**src/rtl/sync_rx_pkg.sv**
```systemverilog
package sync_rx_pkg;
   // Index of the final bit of a word; base width plus an optional extra bit
   function automatic int unsigned final_bit(input logic nine, input int unsigned base_w);
      return nine ? base_w : base_w - 1;
   endfunction
endpackage

```
**src/rtl/srx_clk_gen.sv**
```systemverilog
module srx_clk_gen #(
   parameter int unsigned DIV_W    = 16,
   parameter int unsigned DIV_LO_W = 8
) (
   input  logic             clk_i,
   input  logic             rst_ni,
   input  logic             go_i,
   input  logic             wide_i,
   input  logic [DIV_W-1:0] div_i,
   output logic             ck_o,
   output logic             start_o,
   output logic             smp_o
);
   localparam int unsigned PAD_W = DIV_W - DIV_LO_W;

   if (DIV_LO_W == 0 || DIV_LO_W > DIV_W) begin : g_bad_div
      $error("srx_clk_gen: DIV_LO_W must be in 1..DIV_W");
   end

   logic [DIV_W-1:0] reload;
   logic [DIV_W-1:0] cnt_q;
   logic             ck_q, busy_q;

   if (DIV_LO_W < DIV_W) begin : g_sel
      assign reload = wide_i ? div_i : {{PAD_W{1'b0}}, div_i[DIV_LO_W-1:0]};
   end else begin : g_full
      assign reload = div_i;
   end

   assign ck_o    = ck_q;
   assign start_o = !busy_q && go_i;
   assign smp_o   = busy_q && go_i && (cnt_q == '0) && ck_q;

   always_ff @(posedge clk_i or negedge rst_ni) begin
      if (!rst_ni) begin
         busy_q <= 1'b0;
         ck_q   <= 1'b0;
         cnt_q  <= '0;
      end else if (!busy_q) begin
         if (go_i) begin
            busy_q <= 1'b1;
            ck_q   <= 1'b1;
            cnt_q  <= reload;
         end
      end else if (!go_i) begin
         busy_q <= 1'b0;
         ck_q   <= 1'b0;
         cnt_q  <= '0;
      end else if (cnt_q != '0) begin
         cnt_q <= cnt_q - 1'b1;
      end else begin
         cnt_q <= reload;
         ck_q  <= !ck_q;
      end
   end


   half_len_chk: assert property (@(posedge clk_i) disable iff (!rst_ni)
      busy_q && $past(busy_q) && (ck_q != $past(ck_q)) |-> $past(cnt_q) == '0);


   idle_level_chk: assert property (@(posedge clk_i) disable iff (!rst_ni)
      !busy_q |-> !ck_q);
endmodule

```
**src/rtl/srx_shifter.sv**
```systemverilog
module srx_shifter #(
   parameter int unsigned DATA_W = 8
) (
   input  logic            clk_i,
   input  logic            rst_ni,
   input  logic            start_i,
   input  logic            smp_i,
   input  logic            nine_i,
   input  logic            sdata_i,
   output logic            fire_o,
   output logic [DATA_W:0] word_o
);
   localparam int unsigned WORD_W = DATA_W + 1;
   localparam int unsigned IDX_W  = $clog2(WORD_W);

   logic [IDX_W-1:0]  bitn_q, last_idx;
   logic [WORD_W-1:0] shreg_q;

   assign last_idx = IDX_W'(sync_rx_pkg::final_bit(nine_i, DATA_W));
   assign fire_o   = smp_i && (bitn_q == last_idx);

   always_comb begin
      word_o         = shreg_q;
      word_o[bitn_q] = sdata_i;
   end

   always_ff @(posedge clk_i or negedge rst_ni) begin
      if (!rst_ni) begin
         bitn_q  <= '0;
         shreg_q <= '0;
      end else if (start_i) begin
         bitn_q <= '0;
      end else if (smp_i) begin
         shreg_q <= word_o;
         bitn_q  <= fire_o ? '0 : bitn_q + 1'b1;
      end
   end


   bit_range_chk: assert property (@(posedge clk_i) disable iff (!rst_ni)
      bitn_q <= IDX_W'(DATA_W));
endmodule

```
**src/rtl/srx_host_regs.sv**
```systemverilog
module srx_host_regs #(
   parameter int unsigned DATA_W = 8
) (
   input  logic              clk_i,
   input  logic              rst_ni,
   input  logic              port_en_i,
   input  logic              cont_en_i,
   input  logic              single_set_i,
   input  logic              nine_i,
   input  logic              rx_ie_i,
   input  logic              rd_i,
   input  logic              fire_i,
   input  logic [DATA_W:0]   word_i,
   output logic              single_o,
   output logic [DATA_W-1:0] data_o,
   output logic              bit8_o,
   output logic              done_o,
   output logic              ovr_o,
   output logic              irq_o
);
   logic              single_q, done_q, ovr_q, b8_q;
   logic [DATA_W-1:0] data_q;

   assign single_o = single_q;
   assign data_o   = data_q;
   assign bit8_o   = b8_q;
   assign done_o   = done_q;
   assign ovr_o    = ovr_q;
   assign irq_o    = done_q && rx_ie_i;

   always_ff @(posedge clk_i or negedge rst_ni) begin
      if (!rst_ni) begin
         single_q <= 1'b0;
      end else if (!port_en_i || fire_i) begin
         single_q <= 1'b0;
      end else if (single_set_i) begin
         single_q <= 1'b1;
      end
   end

   always_ff @(posedge clk_i or negedge rst_ni) begin
      if (!rst_ni) begin
         done_q <= 1'b0;
         ovr_q  <= 1'b0;
         b8_q   <= 1'b0;
         data_q <= '0;
      end else begin
         if (rd_i) done_q <= 1'b0;
         if (fire_i && !ovr_q) begin
            if (done_q && !rd_i) begin
               if (cont_en_i) ovr_q <= 1'b1;
            end else begin
               data_q <= word_i[DATA_W-1:0];
               b8_q   <= nine_i && word_i[DATA_W];
               done_q <= 1'b1;
            end
         end
         if (!cont_en_i) ovr_q <= 1'b0;
      end
   end


   single_clear_chk: assert property (@(posedge clk_i) disable iff (!rst_ni)
      fire_i |=> !single_q);


   ovr_freeze_chk: assert property (@(posedge clk_i) disable iff (!rst_ni)
      ovr_q |=> $stable(data_q));


   ovr_clear_chk: assert property (@(posedge clk_i) disable iff (!rst_ni)
      !cont_en_i |=> !ovr_q);


   done_source_chk: assert property (@(posedge clk_i) disable iff (!rst_ni)
      $rose(done_q) |-> $past(fire_i));
endmodule

```
**src/rtl/sync_rx_master.sv**
```systemverilog
module sync_rx_master #(
   parameter int unsigned DATA_W   = 8,
   parameter int unsigned DIV_W    = 16,
   parameter int unsigned DIV_LO_W = 8
) (
   input  logic              clk_i,
   input  logic              rst_ni,
   input  logic              port_en_i,
   input  logic              cont_en_i,
   input  logic              single_set_i,
   input  logic              idle_high_i,
   input  logic              nine_bit_i,
   input  logic              wide_div_i,
   input  logic [DIV_W-1:0]  div_i,
   input  logic              rx_ie_i,
   input  logic              rd_i,
   input  logic              sdata_i,
   output logic              sclk_o,
   output logic              single_pend_o,
   output logic [DATA_W-1:0] rx_data_o,
   output logic              rx_bit8_o,
   output logic              rx_done_o,
   output logic              overrun_o,
   output logic              irq_o
);
   if (DATA_W < 2 || DATA_W > 15) begin : g_bad_width
      $error("sync_rx_master: DATA_W must be in 2..15");
   end

   logic            go, ck, start, smp, fire, single_q;
   logic [DATA_W:0] word;

   assign go     = port_en_i && (cont_en_i || single_q);
   assign sclk_o = ck ^ idle_high_i;
   assign single_pend_o = single_q;

   srx_clk_gen #(.DIV_W(DIV_W), .DIV_LO_W(DIV_LO_W)) u_clk (
      .clk_i(clk_i), .rst_ni(rst_ni), .go_i(go), .wide_i(wide_div_i),
      .div_i(div_i), .ck_o(ck), .start_o(start), .smp_o(smp)
   );

   srx_shifter #(.DATA_W(DATA_W)) u_shift (
      .clk_i(clk_i), .rst_ni(rst_ni), .start_i(start), .smp_i(smp),
      .nine_i(nine_bit_i), .sdata_i(sdata_i), .fire_o(fire), .word_o(word)
   );

   srx_host_regs #(.DATA_W(DATA_W)) u_regs (
      .clk_i(clk_i), .rst_ni(rst_ni), .port_en_i(port_en_i),
      .cont_en_i(cont_en_i), .single_set_i(single_set_i), .nine_i(nine_bit_i),
      .rx_ie_i(rx_ie_i), .rd_i(rd_i), .fire_i(fire), .word_i(word),
      .single_o(single_q), .data_o(rx_data_o), .bit8_o(rx_bit8_o),
      .done_o(rx_done_o), .ovr_o(overrun_o), .irq_o(irq_o)
   );


   port_off_idle_chk: assert property (@(posedge clk_i) disable iff (!rst_ni)
      !port_en_i |=> !ck);
endmodule

```
**config.mk**
```make
export PLATFORM = sky130hd
export DESIGN_NAME = sync_rx_master
export DESIGN_NICKNAME = d
export VERILOG_FILES = /design/src/rtl/sync_rx_pkg.sv /design/src/rtl/srx_clk_gen.sv /design/src/rtl/srx_shifter.sv /design/src/rtl/srx_host_regs.sv /design/src/rtl/sync_rx_master.sv
export SDC_FILE = /design/constraint.sdc
export NUM_CORES = 1
export LEC_CHECK = 0
export BUFFER_PORTS_ARGS = -buffer_cell sky130_fd_sc_hd__buf_4
export CORE_ASPECT_RATIO = 0.75
export CORE_UTILIZATION = 36
export DETAILED_ROUTE_END_ITERATION = 16
export PLACE_DENSITY = 0.56
export SYNTH_ARGS = -nofsm -noshare
export SYNTH_HDL_FRONTEND = slang
export SYNTH_SLANG_ARGS = --single-unit
```
**constraint.sdc**
```tcl
create_clock -name clk_i -period 2 [get_ports clk_i]
set_input_delay 0.2 -clock clk_i [delete_from_list [all_inputs] [get_ports clk_i]]
set_output_delay 0.2 -clock clk_i [all_outputs]
set_load 0.005 [all_outputs]
```
# After elaboration in Yosys (flattened, before gate mapping)
# Cells that the tools add are included.
# word_totals
ff_bits	43
in_bits	27
word_cells	73
# classes
n_addsub	2
order_cmp	2
n_eq_ne	4
muxes	25
bitwise_logic	3
n_reduce_logical	27
# op_table
op	count
$mux 16	5
$logic_not 16->1	1
$mux 4	4
$reduce_bool 16->1	1
$sub 16x1->16 const B	1
$mux 1	14
$logic_and 1x1->1	11
$bwmux 9	1
$reduce_and 2->1	4
$reduce_bool 2->1	3
$logic_not 1->1	5
$lt 4x5->1 const B	1
$add 4x1->4 const B	1
$demux 1 s4	1
$eq 4x4->1	1
$ge 4x1->1 const B	1
$ne 2x1->1 const B	2
$ne 3x3->1 const B	1
$logic_or 1x1->1	2
$not 1->1	2
$xor 1x1->1	1

# Depth between registers and ports, before layout
# Gate-level depths: netlist of the first run.
# depth
ltp_word	9
ltp_mapped	8

# Hierarchy
# From an unflattened synthesis of the first run, not the netlist that was laid out.
# hier_totals
cells_unflattened	279
hier_area_um2	2854.0
# by_module_without_submodules
module	n_inst	cells_each	area_each_um2	seq_area_each_um2
srx_clk_gen	1	161	1413.9	450.4
srx_shifter	1	84	903.4	325.3
srx_host_regs	1	32	520.5	300.3
sync_rx_master	1	2	16.3	0.0

# Worst setup path after synthesis of the first run
# Ideal clock, no wire load.
# synth_path
path_type	register to register
startpoint	register u_clk.cnt_q[0]
endpoint	register u_regs.b8_q (netlist: u_regs.bit8_o)
setup_time_ns	0.128
t_arrival_ns	1.913
required_ns	1.872
slack_ns	-0.040
path_stages_with_launch	9
path_buffers	1
period_less_slack_ns	2.040
cell_sequence	dfrtp_1 inv_1 ha_1 nor4b_2 and4_1 and4_1 nor3b_2 buf_4 mux2_1
# synth_via
elab_chain_len	6
# synth_lines
element	line_no	rtl
start: declaration	srx_clk_gen.sv:21	logic [DIV_W-1:0] cnt_q;
start signal: assignment	srx_clk_gen.sv:43	cnt_q <= reload;
start signal: assignment	srx_clk_gen.sv:50	cnt_q <= cnt_q - 1'b1;
start signal: assignment	srx_clk_gen.sv:52	cnt_q <= reload;
$logic_not 16->1	srx_clk_gen.sv:32	assign smp_o = busy_q && go_i && (cnt_q == '0) && ck_q;
$logic_and 1x1->1 (2 in a row)	srx_clk_gen.sv:32	
$logic_and 1x1->1	srx_shifter.sv:20	assign fire_o = smp_i && (bitn_q == last_idx);
$logic_and 1x1->1	srx_host_regs.sv:49	if (fire_i && !ovr_q) begin
$reduce_and 2->1 (no source line)	-	
end signal: assignment	srx_host_regs.sv:54	b8_q <= nine_i && word_i[DATA_W];
end: declaration	srx_host_regs.sv:21	logic single_q, done_q, ovr_q, b8_q;
# No other way between the ends.
# A chain may end at the register's enable or synchronous reset.

# Worst setup path after layout of the first run
# layout_path
startpoint	register u_clk.cnt_q[1]
endpoint	register u_regs.data_q[7] (netlist: u_regs.data_o[7])
# layout_via
elab_chain_len	6
# layout_lines
element	line_no	rtl
$logic_not 16->1	srx_clk_gen.sv:32	
$logic_and 1x1->1 (2 in a row)	srx_clk_gen.sv:32	
$logic_and 1x1->1	srx_shifter.sv:20	
$logic_and 1x1->1	srx_host_regs.sv:49	
$reduce_and 2->1 (no source line)	-	
end signal: assignment	srx_host_regs.sv:53	data_q <= word_i[DATA_W-1:0];
end: declaration	srx_host_regs.sv:22	logic [DATA_W-1:0] data_q;
# No other way between the ends.

==> results.cfg, run 1 <==
[grt]
antenna_found_initial = 0
globalRouteMet1Util = 0.3106
grt-busiest-layer = met1
grt_pass1_wl_mm = 11.18
grt_max_degree = 44
grt.met2_usage = 0.2659
grt_remaining_overflow = 0
grt_pass1_vias = 2161
grt_use_total = 0.1916
met3_usage = 0.03670

[critical_path]
critPathArrivalTime_ns = 2.26
timing.rr.end = u_regs.data_o[7]
start_kind = flop
r2r_slack_ns = -0.08
worstSetupEndpoint = u_regs.data_o[7]
worstPathMaxFanout = 9
r2r_cells = 8
rr_startpoint = u_clk.cnt_q[1]
cp-end-kind = flop
path_class = flop to flop
crit_required_ns = 2.18
crit_start = u_clk.cnt_q[1]

[cts]
path_clk_slew_ns = 0.09
clockBufferDepth = 2
insertion_delay_ns = 0.30
numCtsBuffers = 5
numClockSinks = 43
clockRootBuffer = clkbuf_8
htreeDepth = 2
cts_tree = yes

[placement]
pre_cts_ws_ns = -0.07555
gp_congestion = 0.8166
io_buffers = 40
hpwl_mm = 4.994

[sta]
slew_headroom = 0.6090
min_period_ns = 2.083
grt_setup_unrepaired = yes
max_freq_mhz = 480.1
hold_viol_final = 0
setup_viol = 9
fin_crit_sh = 1.041
worst_hold_slack_ns = 0.1297
finalMaxSlewViolations = 0
skew_ns = 0.01182
setup_ws_ns = -0.08291
tightest_slew_ns = 0.5866

[pwr]
ir_worst_vdd_mv = 0.3166
leakage_uw = 0.001676
power_density_nw_per_um2 = 640.3

[synthesis]
synth.distinct_cells = 46
syn_area_um2 = 2585
ys_seq_area_frac = 0.4163
ys_seq_elements = 43
synthArstFlopShare = 1.000
syn_area_per_cell_um2 = 9.332
syn_nets = 310
ys_warn_count = 0
synth-edff-count = 0
synth_ff_type = dfrtp_1
synthCells = 277

[die]
dieWidth_um = 99.85
core_area_um2 = 6864
dieArea_um2 = 7527
num_rows = 26
initial_core_util = 0.3766
die_y_um = 75.39
ios = 41

[detailed_routing]
drt_iter0_drc = 149
wl_per_cell_um = 15.48
detail-route-antenna-nets = 0
wl_mm = 6.935
drt-vias-per-instance = 5.272
drt-pass1-iter-count = 5
via_count = 2362
drc = 0

[run_status]
status = finished with violations
violations = setup timing

[layout]
drive_gt1_frac = 0.3229
fin_util = 0.4938
diodes = 0
area_growth_syn_to_layout_pct = 31.12
final_nets = 382

[hold_path]
min_path_type = primary input to flop

[flow_run]
maxCapViolCount = 0
-- synth_stat cells, drive strengths merged, types with 2 or more instances --
master   n  share of area
and4     4          0.014
a22oi    9          0.026
o31ai    2         0.0058
xnor2    4          0.014
a21oi   11          0.021
clkbuf  11          0.016
nor3    14          0.029
and3     2         0.0048
nand2b   3         0.0073
ha       6          0.029
o22ai    2         0.0048
o21ai   16          0.034
nand3    9          0.017
nor3b    2         0.0077
nand4   12          0.029
and2     2         0.0048
nor2    13          0.022
nand2   38          0.055
mux2    17          0.074
a221o   11          0.043
a31oi    3         0.0073
xor2     9          0.030
or3      3         0.0073
dfrtp   43           0.42
nor2b    4         0.0097
inv      9          0.013
buf      5          0.011
nor4     2         0.0048
-- cells by family after synthesis --
family | Yosys count | synth area share
adder cells (fa/ha/maj) | 6 | 0.02904
flip-flops | 43 | 0.4163
multiplexers | 18 | 0.07793
AND/OR/NAND/NOR | 110 | 0.2212
XOR/XNOR | 13 | 0.04405
buffers and inverters | 25 | 0.03969
AO/OA/AOI/OAI | 62 | 0.1718
-- sequential cells by signal, summed over array words and instances (netlist names), 4 cells and up --
name,cells
u_clk.cnt_q,16
u_shift.shreg_q,9
u_regs.data_o,8
u_shift.bitn_q,4
-- critical path, cell delays in order, from the launching register on --
cell and delay (ns):
dfrtp_1 0.38, inv_1 0.07, ha_1 0.15, nor4b_4 0.21, and4_4 0.26, and4_4 0.21
nor3b_2 0.17, buf_6 0.17, mux2_1 0.33
-- through the flow --
stage                     instances  setup TNS (ns)  total power (uW)  area [um^2]
final                           448         -0.6241              2170         3390
after global routing            448          -1.454              2306         3390
after CTS                       447         -0.6215              2175         3351
after detailed placement        438         -0.6353              1604         3243
after global placement          438         -0.2872              1596         3243
after floorplan                 277               0              1319         2596
-- report_power, final --
group          internal (uW)  total (uW)  switching, uW
clock network            245         552            308
registers                924         982           58.6
logic                    316         635            319
-- worst min path at each step --
stage | start | endpoint | slack [ns] | cells after the start
3_3_place_gp | rst_ni | u_clk.cnt_q[9] | 0.24 | 1
4_1_cts | cont_en_i | u_regs.ovr_o | 0.12 | 2
3_5_place_dp | rst_ni | u_clk.cnt_q[9] | 0.24 | 1
2_1_floorplan | rst_ni | u_clk.busy_q | -0.1 | 0
6_report | cont_en_i | u_regs.ovr_o | 0.13 | 2
5_1_grt | cont_en_i | u_regs.ovr_o | 0.12 | 2
-- layout by cell type, fill, tap and decap left out, drive strengths merged, types with 2 or more instances in the layout --
cell    instances
nor2b           4
a21oi          11
and2            2
o22ai           2
xor2            9
nand2          38
a221o          11
nand3           9
buf            80
a31oi           3
nor4            2
ha              6
nor3           14
nor3b           2
clkbuf          6
dfrtp          43
nand4          12
and3            2
inv             9
a22oi           9
nor2           13
or3             3
o21ai          16
and4            4
o31ai           2
mux2           17
nand2b          3
xnor2           4
-- layer usage --
layer	up-vias	wire length (um)
met5	-	0
met2	57	2845
met1	1137	3739
li1	1165	-
met4	0	10
met3	3	339
-- what timing repair did --
action,CTS,global route
hold endpoints to repair,43,0
buffers inserted,0,1
setup endpoints to repair,13,17
gates resized for setup,3,8
cloned,0,0
hold buffers,1,0
-- final cells by class --
cell class	instances	area, um^2
Clock buffer	6	72.57
Clock inverter	2	12.51
Fill cell	655	3475
Inverter	9	33.78
Multi-Input combinational cell	209	1454
Sequential cell	43	1076
Tap cell	98	122.6
Timing Repair Buffer	81	618.1
No activity file was read; power rests on OpenSTA's default activity.
==> inputs of run 2 (changes only) <==
- CORE_ASPECT_RATIO: 0.75 -> 1.5
- MAX_ROUTING_LAYER: unset -> met4
==> results.cfg, run 2 (synthesized netlist as in run 1, its figures left out) <==
[sta]
finalMaxSlewViolations = 0
setup_viol = 9
max_freq_mhz = 471.5
setup_tns_ns = -0.9736
skew_ns = 0.005187
fin_crit_sh = 1.060
tightest_slew_ns = 0.5614
min_period_ns = 2.121
hold_viol_final = 0
slew_headroom = 0.6257
setup_ws_ns = -0.1208
grt_setup_unrepaired = yes

[placement]
pre_cts_ws_ns = -0.1278
gp_congestion = 0.8191
io_buffers = 40
hpwl_mm = 4.944

[critical_path]
worstPathMaxFanout = 5
crit_required_ns = 2.19
critPathArrivalTime_ns = 2.31
cp_top_family = simple AND/OR/NAND/NOR gates
path_class = flop to flop
crit_slowest_cell = dfrtp_1
path_buf_inv = 2
crit_chain = inv_2 > ha_4 > nor4b_4 > and4_4 > and4_4 > nor3b_4 > buf_6 > mux2_4
cpMostUsedCell = and4_4
cp-end-kind = flop
start_kind = flop
cp_slowest_stage_delay_ns = 0.40
r2r_slack_ns = -0.12
timing.rr.end = u_regs.data_o[5]
rr_startpoint = u_clk.cnt_q[0]
r2r_cells = 8

[hold_path]
min_from = cont_en_i
whs_path_depth = 2
whs_endpoint = u_regs.ovr_o
min_path_type = primary input to flop

[die]
ios = 41
num_rows = 37
dieArea_um2 = 7530
die_y_um = 105.8
initial_core_util = 0.3748
dieWidth_um = 71.19
core_area_um2 = 6898

[layout]
final_cell_mix = buf_4, dfrtp_1, nand2_1
diodes = 0
top_register = u_clk.cnt_q
largest_reg_flops = 16
fin_util = 0.5101
drive_gt1_frac = 0.3652
num-fill-cells = 669
area_growth_syn_to_layout_pct = 36.11
final_nets = 388
final_common_cell = buf_4

[run_status]
status = finished with violations
violations = DRC, setup timing

[pwr]
power_density_nw_per_um2 = 701.4
leakage_uw = 0.001725
ir_worst_vdd_mv = 0.4250

[detailed_routing]
drt-vias-per-instance = 5.521
via_count = 2396
detail-route-antenna-nets = 0
drt_iter0_drc = 117
drc = 2
wl_mm = 6.952
drt-pass1-iter-count = 10
wl_per_cell_um = 16.02

[cts]
clockRootBuffer = clkbuf_8
path_clk_slew_ns = 0.09
insertion_delay_ns = 0.30
htreeDepth = 2
cts_tree = yes
clockBufferDepth = 2
numCtsBuffers = 5
numClockSinks = 43

[grt]
grt_max_degree = 44
grt_pass1_wl_mm = 11.57
grt_pass1_vias = 2439
grt_remaining_overflow = 0
antenna_found_initial = 0
grt_use_total = 0.2018

[flow_run]
maxCapViolCount = 0
-- run 2: cell count changes in the layout (fill, tap and decap cells not counted), moves of 2 or more --
cell	change
buf_4	+3
buf_6	+3
bufinv_16	+2
mux2_1	-9
mux2_4	+9
-- run 2: worst register-to-register path: stages (launching register included) --
cell and delay (ns):
dfrtp_1 0.40, inv_2 0.08, ha_4 0.13, nor4b_4 0.19, and4_4 0.25, and4_4 0.22
nor3b_4 0.25, buf_6 0.18, mux2_4 0.30
-- run 2: worst max-delay path by stage --
stage | slack, ns | from | cells past startpoint | to
floorplan | 0.01 | u_clk.cnt_q[0] | 8 | u_regs.bit8_o
global placement | -0.06 | u_clk.cnt_q[0] | 8 | u_regs.data_o[2]
detailed placement | -0.13 | u_clk.cnt_q[0] | 8 | u_regs.data_o[2]
CTS | -0.12 | u_clk.cnt_q[0] | 8 | u_regs.data_o[2]
global route | -0.22 | u_clk.cnt_q[0] | 8 | u_regs.data_o[6]
finish | -0.12 | u_clk.cnt_q[0] | 8 | u_regs.data_o[5]
-- run 2: what timing repair did --
action                                  4_1_cts  5_1_grt
hold endpoints to repair                     43        0
endpoints found under the setup margin       17       34
hold buffers                                  1        0
pin swaps                                     4        6
setup buffers                                 3        2
cloned                                        1        1
gates resized for setup                      18       11
-- run 2: metrics by stage --
stage | instance area [um^2] | total power, uW | cells | hold slack [ns]
floorplan | 2596 | 1319 | 277 | -0.09559
global placement | 3241 | 1608 | 421 | 0.2383
detailed placement | 3241 | 1619 | 421 | 0.2371
CTS | 3487 | 2475 | 434 | 0.1199
global route | 3518 | 2594 | 434 | 0.1262
finish | 3518 | 2468 | 434 | 0.1228
-- run 2: where the power goes --
| part | leakage (uW) | switching (uW) | internal, uW |
|---|---|---|---|
| combinational | 0.00108 | 327 | 337 |
| sequential | 0.000582 | 55.4 | 924 |
| clock | 0.0000644 | 326 | 498 |
| total | 0.00172 | 709 | 1760 |
-- run 2: area by class of cell --
type,count,area (um^2),share of cell area
clock buffers,5,68.82,0.01956
flip-flops and latches,43,1076,0.3058
inverters,9,33.78,0.009602
repair buffers,87,674.4,0.1917
clock inverters,3,67.56,0.01920
well taps,78,97.59,0.02774
multi-input cells,209,1500,0.4264
-- run 2: metal layers --
metal / share of wire / up-vias / GRT usage
met5: 0 / - / -
met3: 0.023 / 10 / 0.03059
met1: 0.41 / 1166 / 0.2265
met4: 0.018 / 0 / 0.06714
li1: - / 1174 / -
met2: 0.55 / 46 / 0.3599
